==> config.mk <==
export PLATFORM = sky130hd
export DESIGN_NAME = seg_page_xlate
export DESIGN_NICKNAME = d
export VERILOG_FILES = /design/src/rtl/spx_pkg.sv /design/src/rtl/spx_vaddr_gen.sv /design/src/rtl/spx_page_table.sv /design/src/rtl/spx_seg_cache.sv /design/src/rtl/spx_perm_check.sv /design/src/rtl/seg_page_xlate.sv
export SDC_FILE = /design/constraint.sdc
export NUM_CORES = 2
export LEC_CHECK = 0
export ABC_AREA = 1
export BUFFER_PORTS_ARGS = -buffer_cell sky130_fd_sc_hd__buf_2
export CELL_PAD_IN_SITES_DETAIL_PLACEMENT = 0
export CELL_PAD_IN_SITES_GLOBAL_PLACEMENT = 2
export CORE_MARGIN = 5
export CORE_UTILIZATION = 35
export DETAILED_ROUTE_END_ITERATION = 16
export PLACE_DENSITY = 0.71
export REMOVE_ABC_BUFFERS = 1
export SLEW_MARGIN = 0
export SYNTH_ARGS = -nofsm -noshare
export SYNTH_HDL_FRONTEND = slang
export SYNTH_SLANG_ARGS = --single-unit
export TNS_END_PERCENT = 50
==> constraint.sdc <==
create_clock -name clk -period 9.9 [get_ports clk]
set_input_delay 1.98 -clock clk [delete_from_list [all_inputs] [get_ports clk]]
set_output_delay 1.98 -clock clk [all_outputs]
set_load 0.05 [all_outputs]
==> src/rtl/spx_pkg.sv <==
// Package: shared widths, the table entry layout and the fault codes.
// Assumes one fixed page size of 4 KB and 12-bit translation frames.
package spx_pkg;
    localparam int SEG_W   = 16;
    localparam int OFF_W   = 16;
    localparam int PAGE_W  = 12;
    localparam int XLAT_W  = 12;
    localparam int VA_W    = SEG_W + 8;
    localparam int VPN_W   = VA_W - PAGE_W;
    localparam int PA_W    = XLAT_W + PAGE_W;

    typedef struct packed {
        logic [XLAT_W-1:0] frame;
        logic [PAGE_W-1:0] limit;
        logic [7:0]        attr;
    } pte_t;

    typedef enum logic [1:0] {
        FLT_NONE   = 2'd0,
        FLT_ABSENT = 2'd1,
        FLT_LIMIT  = 2'd2,
        FLT_WPROT  = 2'd3
    } fault_e;

    localparam int ATTR_PRESENT  = 0;
    localparam int ATTR_WRITABLE = 1;
endpackage

==> src/rtl/spx_vaddr_gen.sv <==
// Virtual address former: scales the segment by 16 (legacy) or 256 (extended)
// and adds the offset. Assumes the offset is no wider than the legacy space.
module spx_vaddr_gen
    import spx_pkg::*;
(
    input  logic             mode_ext,
    input  logic [SEG_W-1:0] seg,
    input  logic [OFF_W-1:0] off,
    output logic [VA_W-1:0]  vaddr
);
    localparam int LEG_W = SEG_W + 4;

    logic [LEG_W-1:0] va_leg;
    logic [VA_W-1:0]  va_ext;

    // Both sums are truncated to their own space, so they wrap.
    always_comb begin
        va_leg = {seg, 4'b0000} + LEG_W'(off);
        va_ext = {seg, 8'h00} + VA_W'(off);
        vaddr  = mode_ext ? va_ext : VA_W'(va_leg);
    end
endmodule

==> src/rtl/spx_page_table.sv <==
// Internal page table: one write port for loading, one combinational read
// port for cache refill. Assumes that the depth is a power of two.
module spx_page_table
    import spx_pkg::*;
#(
    parameter int IDX_W = 6
) (
    input  logic             clk,
    input  logic             rst_n,
    input  logic             wr_en,
    input  logic [IDX_W-1:0] wr_idx,
    input  pte_t             wr_data,
    input  logic [IDX_W-1:0] rd_idx,
    output pte_t             rd_data
);
    localparam int DEPTH = 1 << IDX_W;

    pte_t mem [DEPTH];

    // Load entries, and clear all of them to not-present on reset.
    always_ff @(posedge clk) begin
        if (!rst_n) begin
            for (int i = 0; i < DEPTH; i++) mem[i] <= '0;
        end else if (wr_en) begin
            mem[wr_idx] <= wr_data;
        end
    end

    // Refill read.
    always_comb rd_data = mem[rd_idx];
endmodule

==> src/rtl/spx_seg_cache.sv <==
// Segment registers, each with a one-entry page cache tagged by page number.
// A segment write clears that segment's cache and takes priority over a
// refill to it in the same cycle.
module spx_seg_cache
    import spx_pkg::*;
#(
    parameter int NSEG  = 4,
    parameter int SEL_W = $clog2(NSEG)
) (
    input  logic             clk,
    input  logic             rst_n,
    input  logic             seg_wr_en,
    input  logic [SEL_W-1:0] seg_wr_sel,
    input  logic [SEG_W-1:0] seg_wr_data,
    input  logic             fill_en,
    input  logic [SEL_W-1:0] fill_sel,
    input  logic [VPN_W-1:0] fill_vpn,
    input  pte_t             fill_pte,
    input  logic [SEL_W-1:0] rd_sel,
    input  logic [VPN_W-1:0] rd_vpn,
    output logic [SEG_W-1:0] rd_seg,
    output logic             rd_hit,
    output pte_t             rd_pte
);
    logic [SEG_W-1:0] seg_q   [NSEG];
    logic             valid_q [NSEG];
    logic [VPN_W-1:0] tag_q   [NSEG];
    pte_t             pte_q   [NSEG];

    for (genvar g = 0; g < NSEG; g++) begin : g_slot
        // Segment value: reset to zero, replaced on a write.
        always_ff @(posedge clk) begin
            if (!rst_n)                                    seg_q[g] <= '0;
            else if (seg_wr_en && seg_wr_sel == SEL_W'(g)) seg_q[g] <= seg_wr_data;
        end

        // Cached entry: invalidated on a segment write, filled on a miss.
        always_ff @(posedge clk) begin
            if (!rst_n) begin
                valid_q[g] <= 1'b0;
                tag_q[g]   <= '0;
                pte_q[g]   <= '0;
            end else if (seg_wr_en && seg_wr_sel == SEL_W'(g)) begin
                valid_q[g] <= 1'b0;
            end else if (fill_en && fill_sel == SEL_W'(g)) begin
                valid_q[g] <= 1'b1;
                tag_q[g]   <= fill_vpn;
                pte_q[g]   <= fill_pte;
            end
        end
    end

    // Lookup for the requesting segment.
    always_comb begin
        rd_seg = seg_q[rd_sel];
        rd_hit = valid_q[rd_sel] && (tag_q[rd_sel] == rd_vpn);
        rd_pte = pte_q[rd_sel];
    end
endmodule

==> src/rtl/spx_perm_check.sv <==
// Access check on one entry. Order: not present or unmapped, then length,
// then write protection.
module spx_perm_check
    import spx_pkg::*;
(
    input  logic              mapped,
    input  pte_t              pte,
    input  logic [PAGE_W-1:0] page_off,
    input  logic              is_write,
    output fault_e            cause
);
    // Return the first failing check in priority order.
    always_comb begin
        if (!mapped || !pte.attr[ATTR_PRESENT])        cause = FLT_ABSENT;
        else if (page_off > pte.limit)                 cause = FLT_LIMIT;
        else if (is_write && !pte.attr[ATTR_WRITABLE]) cause = FLT_WPROT;
        else                                           cause = FLT_NONE;
    end
endmodule

==> src/rtl/seg_page_xlate.sv <==
// Segmented page translator top. It forms the virtual address, looks the page
// up in the segment's cache, refills the cache from the table on a miss
// (busy for one cycle), and registers the physical address or a fault.
// Assumes that the requester holds its request while req_busy is high.
module seg_page_xlate
    import spx_pkg::*;
#(
    parameter int NSEG  = 4,
    parameter int IDX_W = 6,
    parameter int SEL_W = $clog2(NSEG)
) (
    input  logic             clk,
    input  logic             rst_n,
    input  logic             mode_ext,
    input  logic             seg_wr_en,
    input  logic [SEL_W-1:0] seg_wr_sel,
    input  logic [SEG_W-1:0] seg_wr_data,
    input  logic             tbl_wr_en,
    input  logic [IDX_W-1:0] tbl_wr_idx,
    input  logic [31:0]      tbl_wr_data,
    input  logic             req_valid,
    input  logic [SEL_W-1:0] req_seg,
    input  logic [OFF_W-1:0] req_off,
    input  logic             req_write,
    output logic             req_busy,
    output logic             rsp_valid,
    output logic [PA_W-1:0]  rsp_paddr,
    output logic             rsp_fault,
    output logic [1:0]       rsp_cause
);
    logic [SEG_W-1:0] cur_seg;
    logic [VA_W-1:0]  vaddr;
    logic [VPN_W-1:0] vpn;
    logic             mapped;
    logic             hit;
    pte_t             cached_pte;
    pte_t             table_pte;
    fault_e           cause;
    logic             accept;

    spx_vaddr_gen u_va (
        .mode_ext (mode_ext),
        .seg      (cur_seg),
        .off      (req_off),
        .vaddr    (vaddr)
    );

    // Page number and whether the table covers it.
    always_comb begin
        vpn    = vaddr[VA_W-1:PAGE_W];
        mapped = (vpn >> IDX_W) == '0;
    end

    spx_page_table #(.IDX_W(IDX_W)) u_tbl (
        .clk     (clk),
        .rst_n   (rst_n),
        .wr_en   (tbl_wr_en),
        .wr_idx  (tbl_wr_idx),
        .wr_data (pte_t'(tbl_wr_data)),
        .rd_idx  (vpn[IDX_W-1:0]),
        .rd_data (table_pte)
    );

    spx_seg_cache #(.NSEG(NSEG), .SEL_W(SEL_W)) u_cache (
        .clk         (clk),
        .rst_n       (rst_n),
        .seg_wr_en   (seg_wr_en),
        .seg_wr_sel  (seg_wr_sel),
        .seg_wr_data (seg_wr_data),
        .fill_en     (req_busy),
        .fill_sel    (req_seg),
        .fill_vpn    (vpn),
        .fill_pte    (table_pte),
        .rd_sel      (req_seg),
        .rd_vpn      (vpn),
        .rd_seg      (cur_seg),
        .rd_hit      (hit),
        .rd_pte      (cached_pte)
    );

    // Busy only when a mapped page misses; unmapped pages answer at once.
    always_comb begin
        req_busy = req_valid && mapped && !hit;
        accept   = req_valid && !req_busy;
    end

    spx_perm_check u_chk (
        .mapped   (mapped),
        .pte      (cached_pte),
        .page_off (vaddr[PAGE_W-1:0]),
        .is_write (req_write),
        .cause    (cause)
    );

    // Response register: address or fault, zeroed while idle.
    always_ff @(posedge clk) begin
        if (!rst_n || !accept) begin
            rsp_valid <= 1'b0;
            rsp_paddr <= '0;
            rsp_fault <= 1'b0;
            rsp_cause <= FLT_NONE;
        end else begin
            rsp_valid <= 1'b1;
            rsp_fault <= (cause != FLT_NONE);
            rsp_cause <= cause;
            rsp_paddr <= (cause != FLT_NONE) ? '0
                                             : {cached_pte.frame, vaddr[PAGE_W-1:0]};
        end
    end
endmodule

# After elaboration in Yosys (flattened, before gate mapping)
# Memories as Yosys holds them, arrays and structs flattened.
# Cells that the tools add are included.
[totals]
register_bits = 28
mem_count = 5
wordCells = 127
in_bits = 81
output_inout_bits = 29
mem_bits_rw = 2292
[mem_list]
columns = ["memory", "depth", "width", "rd", "rd_clocked_by_memory_dff", "write_ports", "line_no", "rtl"]
rows = [
  ["u_tbl.mem", 64, 32, 1, 0, 64, "spx_page_table.sv:18", "pte_t mem [DEPTH];"],
  ["u_cache.pte_q", 4, 32, 1, 0, 4, "spx_seg_cache.sv:28", "pte_t pte_q [NSEG];"],
  ["u_cache.seg_q", 4, 16, 1, 0, 4, "spx_seg_cache.sv:25", "logic [SEG_W-1:0] seg_q [NSEG];"],
  ["u_cache.tag_q", 4, 12, 1, 0, 4, "spx_seg_cache.sv:27", "logic [VPN_W-1:0] tag_q [NSEG];"],
  ["u_cache.valid_q", 4, 1, 1, 0, 4, "spx_seg_cache.sv:26", "logic valid_q [NSEG];"],
]
[classes]
muxes = 60
add_sub_neg = 2
bitwise = 20
n_reduce_logical = 28
n_eq_ne = 7
n_lt_le_gt_ge = 1
[op_table]
columns = ["operator", "n"]
rows = [
  ["32-bit 2-to-1 mux", 5],
  ["16-bit 2-to-1 mux", 4],
  ["12-bit 2-to-1 mux", 4],
  ["1-bit 2-to-1 mux", 42],
  ["32-bit OR reduction", 1],
  ["24-bit by 16-bit adder with 24-bit output", 1],
  ["24-bit 2-to-1 mux", 1],
  ["20-bit by 16-bit adder with 20-bit output", 1],
  ["1-bit bitwise OR", 20],
  ["1-bit logical AND", 13],
  ["12-bit equality test", 1],
  ["12-bit greater-than comparator", 1],
  ["12-bit logical NOT", 1],
  ["2-bit equality test (second input constant)", 4],
  ["1-bit logical NOT", 7],
  ["2-bit 2-to-1 mux", 3],
  ["6-bit 2-to-1 mux", 1],
  ["2-bit by 1-bit equality test with 1-bit output (second input constant)", 2],
  ["2-bit logical NOT", 2],
  ["1-bit logical OR", 2],
  ["2-bit nonzero test", 1],
  ["2-bit OR reduction", 1],
]

# Depth between registers and ports, before layout
# An unclocked memory read counts as a cell.
[depth]
ltp_word = 13
ltp_mapped = 31
mapped_depth_nobuf = 27

# Hierarchy
# Synthesis repeated with hierarchy kept, for this count alone.
[unflattened]
hier_cells = 10827
area_unflattened_um2 = 105063.3
[modules_own_cells]
columns = ["module", "cells_each", "seq_area_each_um2", "area_each_um2", "instances"]
rows = [
  ["spx_page_table", 9282, 61499.0, 91183.7, 1],
  ["spx_seg_cache", 1038, 7317.0, 10819.1, 1],
  ["spx_vaddr_gen", 343, 0.0, 1716.6, 1],
  ["seg_page_xlate", 98, 560.5, 942.2, 1],
  ["spx_perm_check", 66, 0.0, 401.6, 1],
]

# Worst setup path after synthesis
# No wires, ideal clock.
[synth_timing]
path_kind = "input port to flip-flop"
from = "input req_seg[0]"
to = "memory u_cache.pte_q[1][0] (netlist name), enable pin"
arrival_time_ps = 7654
stages = 23
setup_time_ps = 486
n_path_buf = 4
path_slack_ps = 1760
required_time_ps = 9414
path_cell_list = "buf_6 > buf_6 > nand2_2 > inv_2 > buf_1 > buf_1 > a22oi_1 > nand2_1 > ha_1 > fa_1 > nand3_1 > nand2_1 > nand3_1 > nand2_1 > nand3_1 > nand2_1 > nand3_1 > nand3_1 > nor2_2 > nand2_2 > nor2_8 > nand2_4 > o21ai_0"
[synth_rtl]
columns = ["element", "line_no", "rtl"]
rows = [
  ["start: declaration", "seg_page_xlate.sv:22", "input logic [SEL_W-1:0] req_seg,"],
  ["end: declaration", "spx_seg_cache.sv:28", ""],
]

# Final worst setup path
[layout_timing]
from = "input req_seg[0]"
to = "output req_busy"
[layout_between]
elab_chain_cells = 7
word_cells_on_any_way = 12
classes_between = "2 x add/sub; 1 x eq/ne; 1 x mux; 5 x reduce/logical; 3 x memory"
[layout_rtl]
columns = ["element", "line_no", "rtl"]
rows = [
  ["memory 4 x 16 bit", "--", ""],
  ["24-bit by 16-bit adder with 24-bit output or 20-bit by 16-bit adder with 20-bit output (tied branches)", "spx_vaddr_gen.sv:19, spx_vaddr_gen.sv:18", ""],
  ["24-bit 2-to-1 mux", "spx_vaddr_gen.sv:20", "vaddr = mode_ext ? va_ext : VA_W'(va_leg);"],
  ["12-bit equality test", "spx_seg_cache.sv:56", "rd_hit = valid_q[rd_sel] && (tag_q[rd_sel] == rd_vpn);"],
  ["1-bit logical AND", "spx_seg_cache.sv:56", ""],
  ["1-bit logical NOT", "seg_page_xlate.sv:83", "req_busy = req_valid && mapped && !hit;"],
  ["1-bit logical AND (*)", "seg_page_xlate.sv:83", ""],
  ["end: declaration", "seg_page_xlate.sv:25", "output logic req_busy,"],
]
# Every way passes the cells marked *; elsewhere a longest branch is shown, timed or not.

==> impl_metrics.yaml <==
clock_tree:
  ctsHtreeMaxLevel: 4
  worst_setup_hold_path_clk_slew_ns: 0.06
  cts-root-to-sink-buffers: 3
  ctsHoldBuffers: 0
  insertion_delay_ns: 0.88
  cts_made_buffers: 212
  cts_root_buffer: "clkbuf_16"
  cts_tree: "yes"
  postCtsSetupRepairBufs: 0
  postCtsResizedCells: 0
  clkSinkCount: 1912
global_route:
  grt_first_pass_wirelength_um: 427800
  vias_in_the_first_global_route: 59543
  globalRouteOverflowTotal: 0
  grt_max_degree: 182
  track_usage: 0.2269
  initial_antenna_violation_count: 11
sta:
  min_period_ns: 8.365
  rsz0062_at_grt: "false"
  timing.final.setup_violations: 0
  timing_max_transition_violations_final: 0
  whs_ns: 0.4742
  tightest_slew_ns: 1.191
  max-slew-margin-rel: 0.2038
  final_clock_period_utilization_by_the_worst_path: 0.8449
  sum_of_negative_setup_slack_ns: 0
  max_freq_ghz: 0.1195
  worst_clock_skew_ns: 0.05919
  timing.final.hold_violations: 0
die:
  ios: 110
  die_footprint_sq_um: 256600
  start_util: 0.3513
  chipWidth_um: 506.6
  core_area_sq_um: 245700
  chipHeight_um: 506.6
  rows: 182
logic_synthesis:
  synth_seq_area_share: 0.6619
  synth_simple_gate_area_frac: 0.2804
  postSynthAreaPerCell_sq_um: 9.933
  ys_seq_elements: 1912
  ys_dominant_reg_cell: "edfxtp_1"
  synth_largest_area_cell: "edfxtp_1"
  yosys.area_share.adder: 0.005103
  async_s_r_ff_share_synth: 0
  ys.warnings.count: 0
  synthXorXnorAreaFrac: 0.0004059
  largest_cells_by_area_after_synthesis: "edfxtp_1 66%, nand3_1 9.7%, nand2_1 9.0%"
  synth_mux_area_frac: 0
  postSynthCellCount: 8689
  post_synth_instance_area_sq_um: 86310
  synth-compound-area-share: 0.01080
  largest_family_of_logic_cells_by_synthesized_area: "simple AND/OR/NAND/NOR gates"
  synth_enable_flop_cells: 1883
  synth_cell_types: 44
  synth.top_cell.area_share: 0.6551
routing:
  detail-route-antenna-nets: 0
  detail_route.drc_violations: 0
  drtIter0Drc: 5933
  first_pass_iters: 6
  post_detailed_route_wirelength_per_cell_um: 25.01
  vias: 63139
  postRouteWirelength_um: 299100
  drt-vias-per-instance: 5.279
place:
  place.gp.congestion: 0.8365
  port-buffer-count: 103
  detailed_place.area_sq_um: 90130
  place.detailed.hpwl_um: 169400
layout:
  drive_above_1_share: 0.08720
  layout.filler_cells: 23992
  fin_area_sq_um: 96740
  layout.nets: 8678
  syn2layout_area_growth_pct: 12.09
  layout.area.seq_sq_um: 57120
  multi_input_comb_area_sq_um: 25860
power:
  leakage_uw: 0.03689
  peakVddDrop_uv: 192.4
  cellPowerDensity_nw_per_um2: 223.7
setup_path:
  worst_setup_path_start_kind: "primary input"
  crit_path_frequent_cell: "nand2_1"
  worst_setup_path_end_kind: "output port"
  timing.setup.critical_path_class: "in2out"
  critPathRequiredTime_ns: 7.92
  path_buf_inv: 6
  worst-endpoint-arrival_ns: 6.38
  worst_path_max_delay_cell: "fa_1"
  slowest_delay_ns: 0.47
  cp_max_fo: 24
  path_delay_family: "simple AND/OR/NAND/NOR gates"
run_status:
  status: "complete, no violations"
run:
  maxCapViolations: 0
min_path:
  class_of_the_tightest_hold_or_removal_check: "reg2reg"
-- power breakdown --
part / internal, uW / total [uW] / leakage [uW] / switching [uW]
registers: 9290 / 9390 / 0.0183 / 102
logic: 1080 / 4630 / 0.0153 / 3550
clock network: 4290 / 7630 / 0.00323 / 3330
-- path summary, 6_finish.rpt --
kind	startpoint	cells after the start	endpoint	slack (ns)
worst max-delay path	req_seg[0]	27	req_busy	1.54
worst min-delay path	u_cache.valid_q[2]	2	u_cache.valid_q[2]	0.47
worst max register to register	u_cache.seg_q[3][0]	20	u_cache.pte_q[3][12]	4.26
worst min register to register	u_cache.valid_q[2]	2	u_cache.valid_q[2]	0.47
-- cell usage in the layout (no fill, tap or decap), types with 12 or more instances in the layout --
master / instances
nor2_2: 17
nand2_1: 2054
nor2_4: 24
bufinv_16: 12
ha_1: 32
conb_1: 24
nand3_1: 1678
buf_4: 220
clkinv_1: 61
a221oi_1: 29
a22o_1: 28
clkinv_2: 63
dfxtp_1: 29
nand4_1: 18
a22oi_1: 22
clkbuf_1: 47
inv_1: 118
buf_2: 102
edfxtp_1: 1883
nor3_1: 12
a21oi_1: 21
buf_12: 15
nand2_2: 24
nor2_1: 1892
clkbuf_16: 213
-- cells in the mapped netlist, drive strengths merged, types with 21 or more instances --
master / count
a21oi: 21
a221oi: 31
a22o: 28
a22oi: 22
buf: 258
clkbuf: 442
dfxtp: 29
edfxtp: 1883
ha: 32
inv: 152
nand2: 2088
nand3: 1680
nand4: 22
nor2: 1934
-- sequential cells by signal, summed over array words and instances (netlist names) --
name             count
rsp_cause            2
rsp_fault            1
rsp_paddr           24
rsp_valid            1
u_cache.pte_q      104
u_cache.seg_q       64
u_cache.tag_q       48
u_cache.valid_q      4
u_tbl.mem         1664
-- logic make-up (layout without fill, tap and decap cells) --
kind of cell / after synthesis / after routing
buffers and inverters: 860 / 887
XOR/XNOR: 4 / 4
AND/OR/NAND/NOR: 5755 / 5755
AO/OA/AOI/OAI: 123 / 123
adder cells (fa/ha/maj): 34 / 34
flip-flops: 1912 / 1912
other: 1 / 26
-- worst reg2reg max path, cell delays in order (launching register included) --
cell	delay [ns]
edfxtp_1	0.36
a22oi_1	0.19
nand2_1	0.20
ha_1	0.28
fa_1	0.47
nand3_1	0.10
nand2_1	0.11
or2_2	0.31
nand2_1	0.07
nand2_1	0.12
nand2_8	0.29
buf_4	0.56
buf_4	0.78
nand2_1	0.22
nand3_1	0.14
nand3_1	0.14
nand3_1	0.23
nand3_1	0.21
nand3_1	0.31
nand2_1	0.23
nor2_1	0.17
-- metal layers --
| metal | vias up | share of wire | track usage |
|---|---|---|---|
| met2 | 2069 | 0.46 | 0.3618 |
| met5 | - | 0 | 0 |
| met3 | 384 | 0.060 | 0.02742 |
| li1 | 29170 | - | - |
| met4 | 0 | 0.033 | 0.07289 |
| met1 | 31516 | 0.44 | 0.3237 |
-- layout make-up --
type	instances	share of cell area
clock buffer	265	0.05763
timing repair buffer	337	0.02545
multi-input combinational	5940	0.2673
clock inverter	125	0.01064
tap	3220	0.04165
antenna	2	0.00005173
sequential	1912	0.5905
inverter	160	0.006751
-- per-stage QoR --
| step | power, uW | cells | utilization | setup WS (ns) |
|---|---|---|---|---|
| 6_report | 21640 | 11961 | 0.3937 | 1.535 |
| 3_5_place_dp | 14190 | 11569 | 0.3668 | 1.470 |
| 5_1_grt | 22520 | 11960 | 0.3937 | 1.065 |
| 4_1_cts | 21800 | 11959 | 0.3937 | 1.457 |
| 2_1_floorplan | 13160 | 8012 | - | -12.07 |
| 3_3_place_gp | 14160 | 11569 | 0.3668 | 1.418 |
(Power assumes the default switching activity.)
